===== config.mk =====
export PLATFORM = sky130hd
export DESIGN_NAME = epl_correlator
export DESIGN_NICKNAME = d
export VERILOG_FILES = /design/src/rtl/epl_pkg.sv /design/src/rtl/epl_carrier_mix.sv /design/src/rtl/epl_dump_ctrl.sv /design/src/rtl/epl_arm.sv /design/src/rtl/epl_correlator.sv
export SDC_FILE = /design/constraint.sdc
export NUM_CORES = 1
export LEC_CHECK = 0
export BUFFER_PORTS_ARGS = -buffer_cell sky130_fd_sc_hd__buf_4
export CAP_MARGIN = 10
export CORE_MARGIN = 1
export CORE_UTILIZATION = 35
export DETAILED_ROUTE_END_ITERATION = 10
export SLEW_MARGIN = 30
export SYNTH_ARGS = -nofsm -noshare
export SYNTH_HDL_FRONTEND = slang
export SYNTH_SLANG_ARGS = --single-unit

===== constraint.sdc =====
create_clock -name clk -period 9 [get_ports clk]
set_input_delay 1.35 -clock clk [delete_from_list [all_inputs] [get_ports clk]]
set_output_delay 1.35 -clock clk [all_outputs]
set_load 0.01 [all_outputs]

===== src/rtl/epl_pkg.sv =====
package epl_pkg;

  // Arm ordering: in-phase arms first, then quadrature; early, prompt, late in each.
  localparam int NUM_ARMS   = 6;
  localparam int ARMS_PER_PATH = 3;

  function automatic bit arm_is_quad(input int k);
    return k >= ARMS_PER_PATH;
  endfunction

  function automatic int arm_code_idx(input int k);
    return k % ARMS_PER_PATH;
  endfunction

endpackage


===== src/rtl/epl_carrier_mix.sv =====
module epl_carrier_mix #(
  parameter int SAMP_W = 3,
  parameter int CARR_W = 3,
  localparam int MIX_W = SAMP_W + CARR_W
) (
  input  logic signed [SAMP_W-1:0] samp,
  input  logic signed [CARR_W-1:0] cos_rep,
  input  logic signed [CARR_W-1:0] sin_rep,
  output logic signed [MIX_W-1:0]  mix_i,
  output logic signed [MIX_W-1:0]  mix_q
);

  logic signed [MIX_W-1:0] samp_x;
  logic signed [MIX_W-1:0] cos_x;
  logic signed [MIX_W-1:0] sin_x;

  always_comb begin
    samp_x = {{CARR_W{samp[SAMP_W-1]}}, samp};
    cos_x  = {{SAMP_W{cos_rep[CARR_W-1]}}, cos_rep};
    sin_x  = {{SAMP_W{sin_rep[CARR_W-1]}}, sin_rep};
    mix_i  = samp_x * cos_x;
    mix_q  = samp_x * sin_x;
  end

endmodule


===== src/rtl/epl_dump_ctrl.sv =====
module epl_dump_ctrl #(
  parameter int MAX_EPOCHS = 20,
  localparam int LEN_W = $clog2(MAX_EPOCHS + 1),
  localparam int CNT_W = (MAX_EPOCHS > 1) ? $clog2(MAX_EPOCHS) : 1
) (
  input  logic             clk,
  input  logic             rst_n,
  input  logic             samp_vld,
  input  logic             epoch,
  input  logic [LEN_W-1:0] int_len,
  output logic             dump
);

  localparam logic [LEN_W-1:0] LEN_MAX = LEN_W'(MAX_EPOCHS);
  localparam logic [LEN_W-1:0] LEN_ONE = LEN_W'(1);

  logic             armed_q, armed_d;
  logic [LEN_W-1:0] len_q,   len_d;
  logic [CNT_W-1:0] cnt_q,   cnt_d;
  logic [LEN_W-1:0] len_clamp;
  logic [LEN_W-1:0] len_eff;
  logic [LEN_W:0]   done_cnt;
  logic             fin;

  // Length select and final-epoch decision
  always_comb begin
    if (int_len == '0)          len_clamp = LEN_ONE;
    else if (int_len > LEN_MAX) len_clamp = LEN_MAX;
    else                        len_clamp = int_len;
    len_eff  = armed_q ? len_clamp : len_q;
    done_cnt = (LEN_W + 1)'(cnt_q) + (LEN_W + 1)'(1);
    fin      = samp_vld && epoch && (done_cnt >= {1'b0, len_eff});
    dump     = fin;
  end

  // Next state
  always_comb begin
    armed_d = armed_q;
    len_d   = len_q;
    cnt_d   = cnt_q;
    if (samp_vld) begin
      armed_d = fin;
      if (armed_q) len_d = len_clamp;
      if (epoch)   cnt_d = fin ? '0 : cnt_q + CNT_W'(1);
    end
  end

  always_ff @(posedge clk or negedge rst_n) begin
    if (!rst_n) begin
      armed_q <= 1'b1;
      len_q   <= LEN_ONE;
      cnt_q   <= '0;
    end else if (samp_vld) begin
      armed_q <= armed_d;
      len_q   <= len_d;
      cnt_q   <= cnt_d;
    end
  end

  AST_EPOCH_BOUND: assert property (@(posedge clk) disable iff (!rst_n)
    32'(cnt_q) < MAX_EPOCHS);

  AST_LEN_RANGE: assert property (@(posedge clk) disable iff (!rst_n)
    !armed_q |-> (len_q >= LEN_ONE && len_q <= LEN_MAX));

  AST_IDLE_NO_COUNT: assert property (@(posedge clk) disable iff (!rst_n)
    !samp_vld |=> ($stable(cnt_q) && $stable(len_q)));

endmodule


===== src/rtl/epl_arm.sv =====
module epl_arm #(
  parameter int IN_W  = 6,
  parameter int ACC_W = 20
) (
  input  logic                    clk,
  input  logic                    rst_n,
  input  logic                    en,
  input  logic                    dump,
  input  logic                    chip,
  input  logic signed [IN_W-1:0]  mix,
  output logic signed [ACC_W-1:0] sum_out
);

  localparam logic signed [ACC_W:0] HI = {2'b00, {(ACC_W-1){1'b1}}};
  localparam logic signed [ACC_W:0] LO = {2'b11, {(ACC_W-1){1'b0}}};

  logic signed [ACC_W-1:0] acc_q, acc_d;
  logic signed [ACC_W-1:0] out_q, out_d;
  logic signed [ACC_W-1:0] mix_ext;
  logic signed [ACC_W-1:0] term;
  logic signed [ACC_W:0]   wide;
  logic signed [ACC_W-1:0] acc_nxt;

  // Code wipe-off by conditional negation, then saturating add
  always_comb begin
    mix_ext = {{(ACC_W-IN_W){mix[IN_W-1]}}, mix};
    term    = chip ? mix_ext : -mix_ext;
    wide    = {acc_q[ACC_W-1], acc_q} + {term[ACC_W-1], term};
    if (wide > HI)      acc_nxt = HI[ACC_W-1:0];
    else if (wide < LO) acc_nxt = LO[ACC_W-1:0];
    else                acc_nxt = wide[ACC_W-1:0];
  end

  always_comb begin
    acc_d = acc_q;
    out_d = out_q;
    if (en) begin
      acc_d = dump ? '0 : acc_nxt;
      if (dump) out_d = acc_nxt;
    end
  end

  always_ff @(posedge clk or negedge rst_n) begin
    if (!rst_n) begin
      acc_q <= '0;
      out_q <= '0;
    end else if (en) begin
      acc_q <= acc_d;
      out_q <= out_d;
    end
  end

  assign sum_out = out_q;

  AST_ACC_IDLE_HOLD: assert property (@(posedge clk) disable iff (!rst_n)
    !en |=> $stable(acc_q));

  AST_NO_WRAP: assert property (@(posedge clk) disable iff (!rst_n)
    (en && !dump && acc_q > 0 && term > 0) |=> (acc_q >= $past(acc_q)));

  AST_NO_WRAP_NEG: assert property (@(posedge clk) disable iff (!rst_n)
    (en && !dump && acc_q < 0 && term < 0) |=> (acc_q <= $past(acc_q)));

  AST_OUT_HOLD: assert property (@(posedge clk) disable iff (!rst_n)
    !(en && dump) |=> $stable(out_q));

  AST_RESTART: assert property (@(posedge clk) disable iff (!rst_n)
    (en && dump) |=> (acc_q == '0));

endmodule


===== src/rtl/epl_correlator.sv =====
module epl_correlator #(
  parameter int SAMP_W     = 3,
  parameter int CARR_W     = 3,
  parameter int MAX_EPOCHS = 20,
  parameter int EPOCH_SAMP = 4096,
  localparam int MIX_W = SAMP_W + CARR_W,
  localparam int ACC_W = MIX_W + $clog2(MAX_EPOCHS * EPOCH_SAMP),
  localparam int LEN_W = $clog2(MAX_EPOCHS + 1)
) (
  input  logic                    clk,
  input  logic                    rst_n,
  input  logic                    samp_vld,
  input  logic signed [SAMP_W-1:0] if_samp,
  input  logic signed [CARR_W-1:0] cos_rep,
  input  logic signed [CARR_W-1:0] sin_rep,
  input  logic                    code_e,
  input  logic                    code_p,
  input  logic                    code_l,
  input  logic                    epoch,
  input  logic [LEN_W-1:0]        int_len,
  output logic signed [ACC_W-1:0] sum_ie,
  output logic signed [ACC_W-1:0] sum_ip,
  output logic signed [ACC_W-1:0] sum_il,
  output logic signed [ACC_W-1:0] sum_qe,
  output logic signed [ACC_W-1:0] sum_qp,
  output logic signed [ACC_W-1:0] sum_ql,
  output logic                    sum_vld
);

  import epl_pkg::*;

  // Reset: asserted asynchronously, released on the clock
  logic [1:0] rs_q;
  logic       rst_s;

  always_ff @(posedge clk or negedge rst_n) begin
    if (!rst_n) rs_q <= 2'b00;
    else        rs_q <= {rs_q[0], 1'b1};
  end
  assign rst_s = rs_q[1];

  logic signed [MIX_W-1:0] mix_i;
  logic signed [MIX_W-1:0] mix_q;
  logic                    dump;
  logic [2:0]              code_vec;
  logic signed [ACC_W-1:0] sums [NUM_ARMS];
  logic                    vld_q, vld_d;

  assign code_vec = {code_l, code_p, code_e};

  epl_carrier_mix #(.SAMP_W(SAMP_W), .CARR_W(CARR_W)) u_mix (
    .samp    (if_samp),
    .cos_rep (cos_rep),
    .sin_rep (sin_rep),
    .mix_i   (mix_i),
    .mix_q   (mix_q)
  );

  epl_dump_ctrl #(.MAX_EPOCHS(MAX_EPOCHS)) u_ctrl (
    .clk      (clk),
    .rst_n    (rst_s),
    .samp_vld (samp_vld),
    .epoch    (epoch),
    .int_len  (int_len),
    .dump     (dump)
  );

  for (genvar k = 0; k < NUM_ARMS; k++) begin : g_arm
    localparam int CI = arm_code_idx(k);
    logic signed [MIX_W-1:0] arm_mix;
    assign arm_mix = arm_is_quad(k) ? mix_q : mix_i;
    epl_arm #(.IN_W(MIX_W), .ACC_W(ACC_W)) u_arm (
      .clk     (clk),
      .rst_n   (rst_s),
      .en      (samp_vld),
      .dump    (dump),
      .chip    (code_vec[CI]),
      .mix     (arm_mix),
      .sum_out (sums[k])
    );
  end

  always_comb vld_d = samp_vld && dump;

  always_ff @(posedge clk or negedge rst_s) begin
    if (!rst_s) vld_q <= 1'b0;
    else        vld_q <= vld_d;
  end

  assign sum_ie  = sums[0];
  assign sum_ip  = sums[1];
  assign sum_il  = sums[2];
  assign sum_qe  = sums[3];
  assign sum_qp  = sums[4];
  assign sum_ql  = sums[5];
  assign sum_vld = vld_q;

  AST_VLD_AFTER_SAMPLE: assert property (@(posedge clk) disable iff (!rst_s)
    sum_vld |-> $past(samp_vld));

  AST_QUIET_OUTPUTS: assert property (@(posedge clk) disable iff (!rst_s)
    !sum_vld |-> ($stable(sum_ip) && $stable(sum_qp)));

  AST_NO_DUMP_IDLE: assert property (@(posedge clk) disable iff (!rst_s)
    !samp_vld |=> !sum_vld);

endmodule


==> impl_metrics.prom <==
# TYPE chip_impl_metric gauge
chip_impl_metric{name="grt_util_met2",unit="%"} 34.3
chip_impl_metric{name="place.port_buffers",unit=""} 159
chip_impl_metric{name="vias_in_the_first_global_route",unit=""} 17158
chip_impl_metric{name="holdBufCountCts",unit=""} 0
chip_impl_metric{name="time_the_worst_path_needs_with_i_o_delays_and_setup",unit="ps"} 7350
chip_impl_metric{name="cts_max_path_buffers",unit=""} 3
chip_impl_info{name="crit_type",value="in -> reg"} 1
chip_impl_metric{name="nets",unit=""} 2553
chip_impl_metric{name="number_of_enable_type_register_cells_in_the_synthesized_netlist",unit=""} 0
chip_impl_metric{name="dr.first_iter.drc_count",unit=""} 1121
chip_impl_metric{name="worstRegToRegCells",unit=""} 14
chip_impl_metric{name="yosysWarningCount",unit=""} 0
chip_impl_info{name="startpoint_kind_of_the_worst_setup_timing_path",value="input pin"} 1
chip_impl_metric{name="synthesis.area_per_instance",unit="um^2"} 8.85
chip_impl_info{name="cts_tree",value="built"} 1
chip_impl_metric{name="synthesis.nets",unit=""} 2437
chip_impl_metric{name="ys_async_sr_fraction",unit="%"} 100
chip_impl_metric{name="max_cap_viol_count",unit=""} 0
chip_impl_info{name="layer_carrying_the_most_global_route_usage",value="met2"} 1
chip_impl_metric{name="synth-seq-area-share",unit="%"} 36.7
chip_impl_metric{name="maxClockFrequency",unit="MHz"} 136
chip_impl_info{name="critical_path.endpoint_type",value="register"} 1
chip_impl_metric{name="synthCells",unit=""} 2233
chip_impl_metric{name="cp.arrival",unit="ps"} 7820
chip_impl_metric{name="cts_repair_resize_count",unit=""} 0
chip_impl_metric{name="initial_core_util",unit="%"} 35.7
chip_impl_info{name="hold_path.class",value="reg -> async"} 1
chip_impl_info{name="yosys-top-cells-area",value="dfrtp_1 (36%), ha_1 (11%), o21ai_0 (5.7%)"} 1
chip_impl_metric{name="die_h",unit="um"} 240
chip_impl_metric{name="htree_num_levels",unit=""} 2
chip_impl_info{name="postSynth.topFlopCell",value="dfrtp_1"} 1
chip_impl_info{name="crit_path_start",value="if_samp[0]"} 1
chip_impl_metric{name="coreArea",unit="um^2"} 55400
chip_impl_metric{name="finalHoldViolations",unit=""} 0
chip_impl_metric{name="numPlacedInstances",unit=""} 3059
chip_impl_metric{name="routed_via_density",unit=""} 5.49
chip_impl_metric{name="fraction_of_layout_instances_using_a_drive_strength_above_1",unit="%"} 12.5
chip_impl_metric{name="via_count",unit=""} 17163
chip_impl_metric{name="boundary_pins",unit=""} 160
chip_impl_info{name="cell_taking_the_most_area_after_synthesis",value="dfrtp_1"} 1
chip_impl_metric{name="netlist-cell-type-count",unit=""} 93
chip_impl_metric{name="synth.cell_area",unit="um^2"} 19800
chip_impl_metric{name="grt-ovfl-total",unit=""} 0
chip_impl_metric{name="crit_path_max_fanout",unit=""} 22
chip_impl_metric{name="hpwl",unit="um"} 43500
chip_impl_metric{name="place_ws",unit="ps"} 1190
chip_impl_metric{name="clock_skew",unit="ps"} 15.2
chip_impl_info{name="run_status",value="finished clean"} 1
chip_impl_metric{name="detail_route.drc_violations",unit=""} 0
chip_impl_metric{name="clk-insertion-delay-late",unit="ps"} 560
chip_impl_info{name="cts.root.buffer_cell",value="clkbuf_16"} 1
chip_impl_metric{name="rows",unit=""} 86
chip_impl_info{name="crit-reg2reg-launch",value="u_ctrl.armed_q"} 1
chip_impl_metric{name="final_critical_path_setup_slack",unit="ps"} 1650
chip_impl_metric{name="grt_total_usage",unit="%"} 20.7
chip_impl_metric{name="finish.cell_count_without_fillers",unit=""} 3126
chip_impl_metric{name="period_share",unit="%"} 81.7
chip_impl_metric{name="finalSetupTns",unit="ps"} 0
chip_impl_metric{name="dieArea",unit="um^2"} 57400
chip_impl_metric{name="routed_length_per_placed_instance",unit="um"} 18.9
chip_impl_metric{name="cts_made_buffers",unit=""} 36
chip_impl_metric{name="drv_slew",unit=""} 0
chip_impl_metric{name="slew_at_the_pin_closest_to_its_max_slew_limit",unit="ps"} 952
chip_impl_metric{name="grt_first_pass_wirelength",unit="um"} 94200
chip_impl_metric{name="clock-sinks",unit=""} 290
chip_impl_metric{name="cts_post_setup_buffers_inserted",unit=""} 0
chip_impl_metric{name="grt_max_degree",unit=""} 84
chip_impl_metric{name="cp.required",unit="ps"} 9470
chip_impl_metric{name="met3_usage",unit="%"} 2.95
chip_impl_metric{name="clk_transition_reported_paths",unit="ps"} 60
chip_impl_metric{name="yosys_register_bits",unit=""} 290
chip_impl_metric{name="slew_headroom",unit="%"} 36.4
chip_impl_metric{name="post-synth-top-area-fraction",unit="%"} 36.5
chip_impl_metric{name="grt_antenna_before_repair",unit=""} 3
chip_impl_metric{name="wirelength",unit="um"} 59100
chip_impl_metric{name="setup-violations-final",unit=""} 0
chip_impl_metric{name="antenna_left",unit=""} 0
chip_impl_metric{name="first_pass_drt_iterations",unit=""} 5
chip_impl_metric{name="die_w",unit="um"} 240
chip_impl_info{name="rsz0062_at_grt",value="no"} 1
chip_impl_metric{name="synthToLayoutAreaGrowth",unit="%"} 16.4
chip_impl_metric{name="grt_use_met1",unit="%"} 26.8
chip_impl_metric{name="place_congestion",unit=""} 0.951
-- cells in the mapped netlist, types with 12 or more instances --
cell       number
nor2b_1        22
and2_1         18
nand2b_1       37
a31oi_1        14
nor2_1        215
and3_1         15
buf_2          17
nand3_1        37
o22ai_1        12
o211ai_1       15
a21o_1         45
o221ai_1       13
o2bb2ai_1      85
nand2_1       221
inv_1          90
dfrtp_1       288
fa_1           14
a21oi_1       193
nand4_1        16
o21a_1         19
o21ai_0       226
nor3_1         23
o31ai_1        23
a211oi_1       18
ha_1          169
xnor2_1        83
xor2_1         54
clkbuf_1       69
-- sequential cells by signal (all words and copies together) (netlist names) --
| register | flops |
|---|---|
| g_arm.u_arm.acc_q | 138 |
| g_arm.u_arm.sum_out | 138 |
| u_ctrl.cnt_q | 5 |
| u_ctrl.len_q | 5 |
| rs_q | 2 |
| sum_vld | 1 |
| u_ctrl.armed_q | 1 |
-- path summary, 6_finish.rpt --
kind	endpoint	slack (ps)
worst max-delay path	g_arm[4].u_arm.sum_out[20]	1650
worst min-delay path	g_arm[4].u_arm.sum_out[9]	350
worst max register to register	g_arm[0].u_arm.sum_out[20]	4690
worst min register to register	g_arm[4].u_arm.sum_out[9]	350
max in group asynchronous	g_arm[1].u_arm.sum_out[11]	6970
min in group clk	rs_q[1]	360
-- cells by family (layout without fill, tap and decap cells) --
logic type                 Yosys count  after routing  share of synthesized area [%]
and+or+nand+nor                    643            643                           14.9
AOI/OAI and AO/OA                  771            771                           25.2
DFF                                290            290                           36.7
muxes                               18             18                           1.06
buffers and inverters              189            332                           3.92
xor gates and xnor gates           137            137                           6.07
other                                1              3                         0.0190
adders and majority gates          184            184                           12.2
-- metal layers --
metal	share of wire, %	wire length (um)
met5	0.024	14
met4	3.5	2100
met3	4.9	2880
met2	47	27800
met1	45	26300
-- through the flow --
step	area (um^2)	utilization, %	hold slack (ps)
after floorplan	19800	-	331
after global placement	21600	39.0	341
after detailed placement	21600	39.0	339
after CTS	23000	41.5	359
after global routing	23000	41.5	368
final	23000	41.5	349
-- placed cells by master, fill, tap and decap left out, drive strengths merged, types with 8 or more instances in the layout --
cell / instances
and2: 19
a211oi: 18
a31oi: 16
o2bb2ai: 85
nand2: 223
a221o: 8
buf: 176
dfrtp: 288
o21bai: 8
bufinv: 10
ha: 169
nor2b: 23
nand3: 37
o22a: 11
nor2: 220
o21a: 19
nor3: 23
nand2b: 38
a21o: 45
o22ai: 12
o31ai: 23
o221ai: 13
clkbuf: 46
o21ai: 236
inv: 93
mux2: 11
fa: 14
xnor2: 83
nand4: 16
o211ai: 15
and3: 16
a21oi: 196
xor2: 54
-- layout make-up --
class | count | area [um^2]
Timing Repair Buffer | 176 | 1350
Sequential cell | 290 | 7260
Clock buffer | 46 | 1010
Inverter | 91 | 343
Clock inverter | 19 | 359
Tap cell | 748 | 936
Multi-Input combinational cell | 1754 | 11700
Antenna cell | 2 | 5.00
Fill cell | 5517 | 32400
-- critical path, stage by stage --
cell	delay, ps
buf_4	150
nand2b_1	160
fa_1	490
fa_1	410
inv_1	60
ha_1	140
inv_1	50
fa_1	380
xnor2_1	180
xor2_1	340
inv_1	190
nand2b_1	110
ha_1	250
o21ai_0	530
ha_1	330
a21oi_1	90
o211a_1	210
nor3_1	200
a31oi_1	130
or4_1	470
a41oi_2	250
o31a_1	770
or3b_1	440
a21oi_1	150
Power is left out: the tool's default activity adds up to more than one toggle a clock period on the data nets, which glitch-free logic cannot reach.
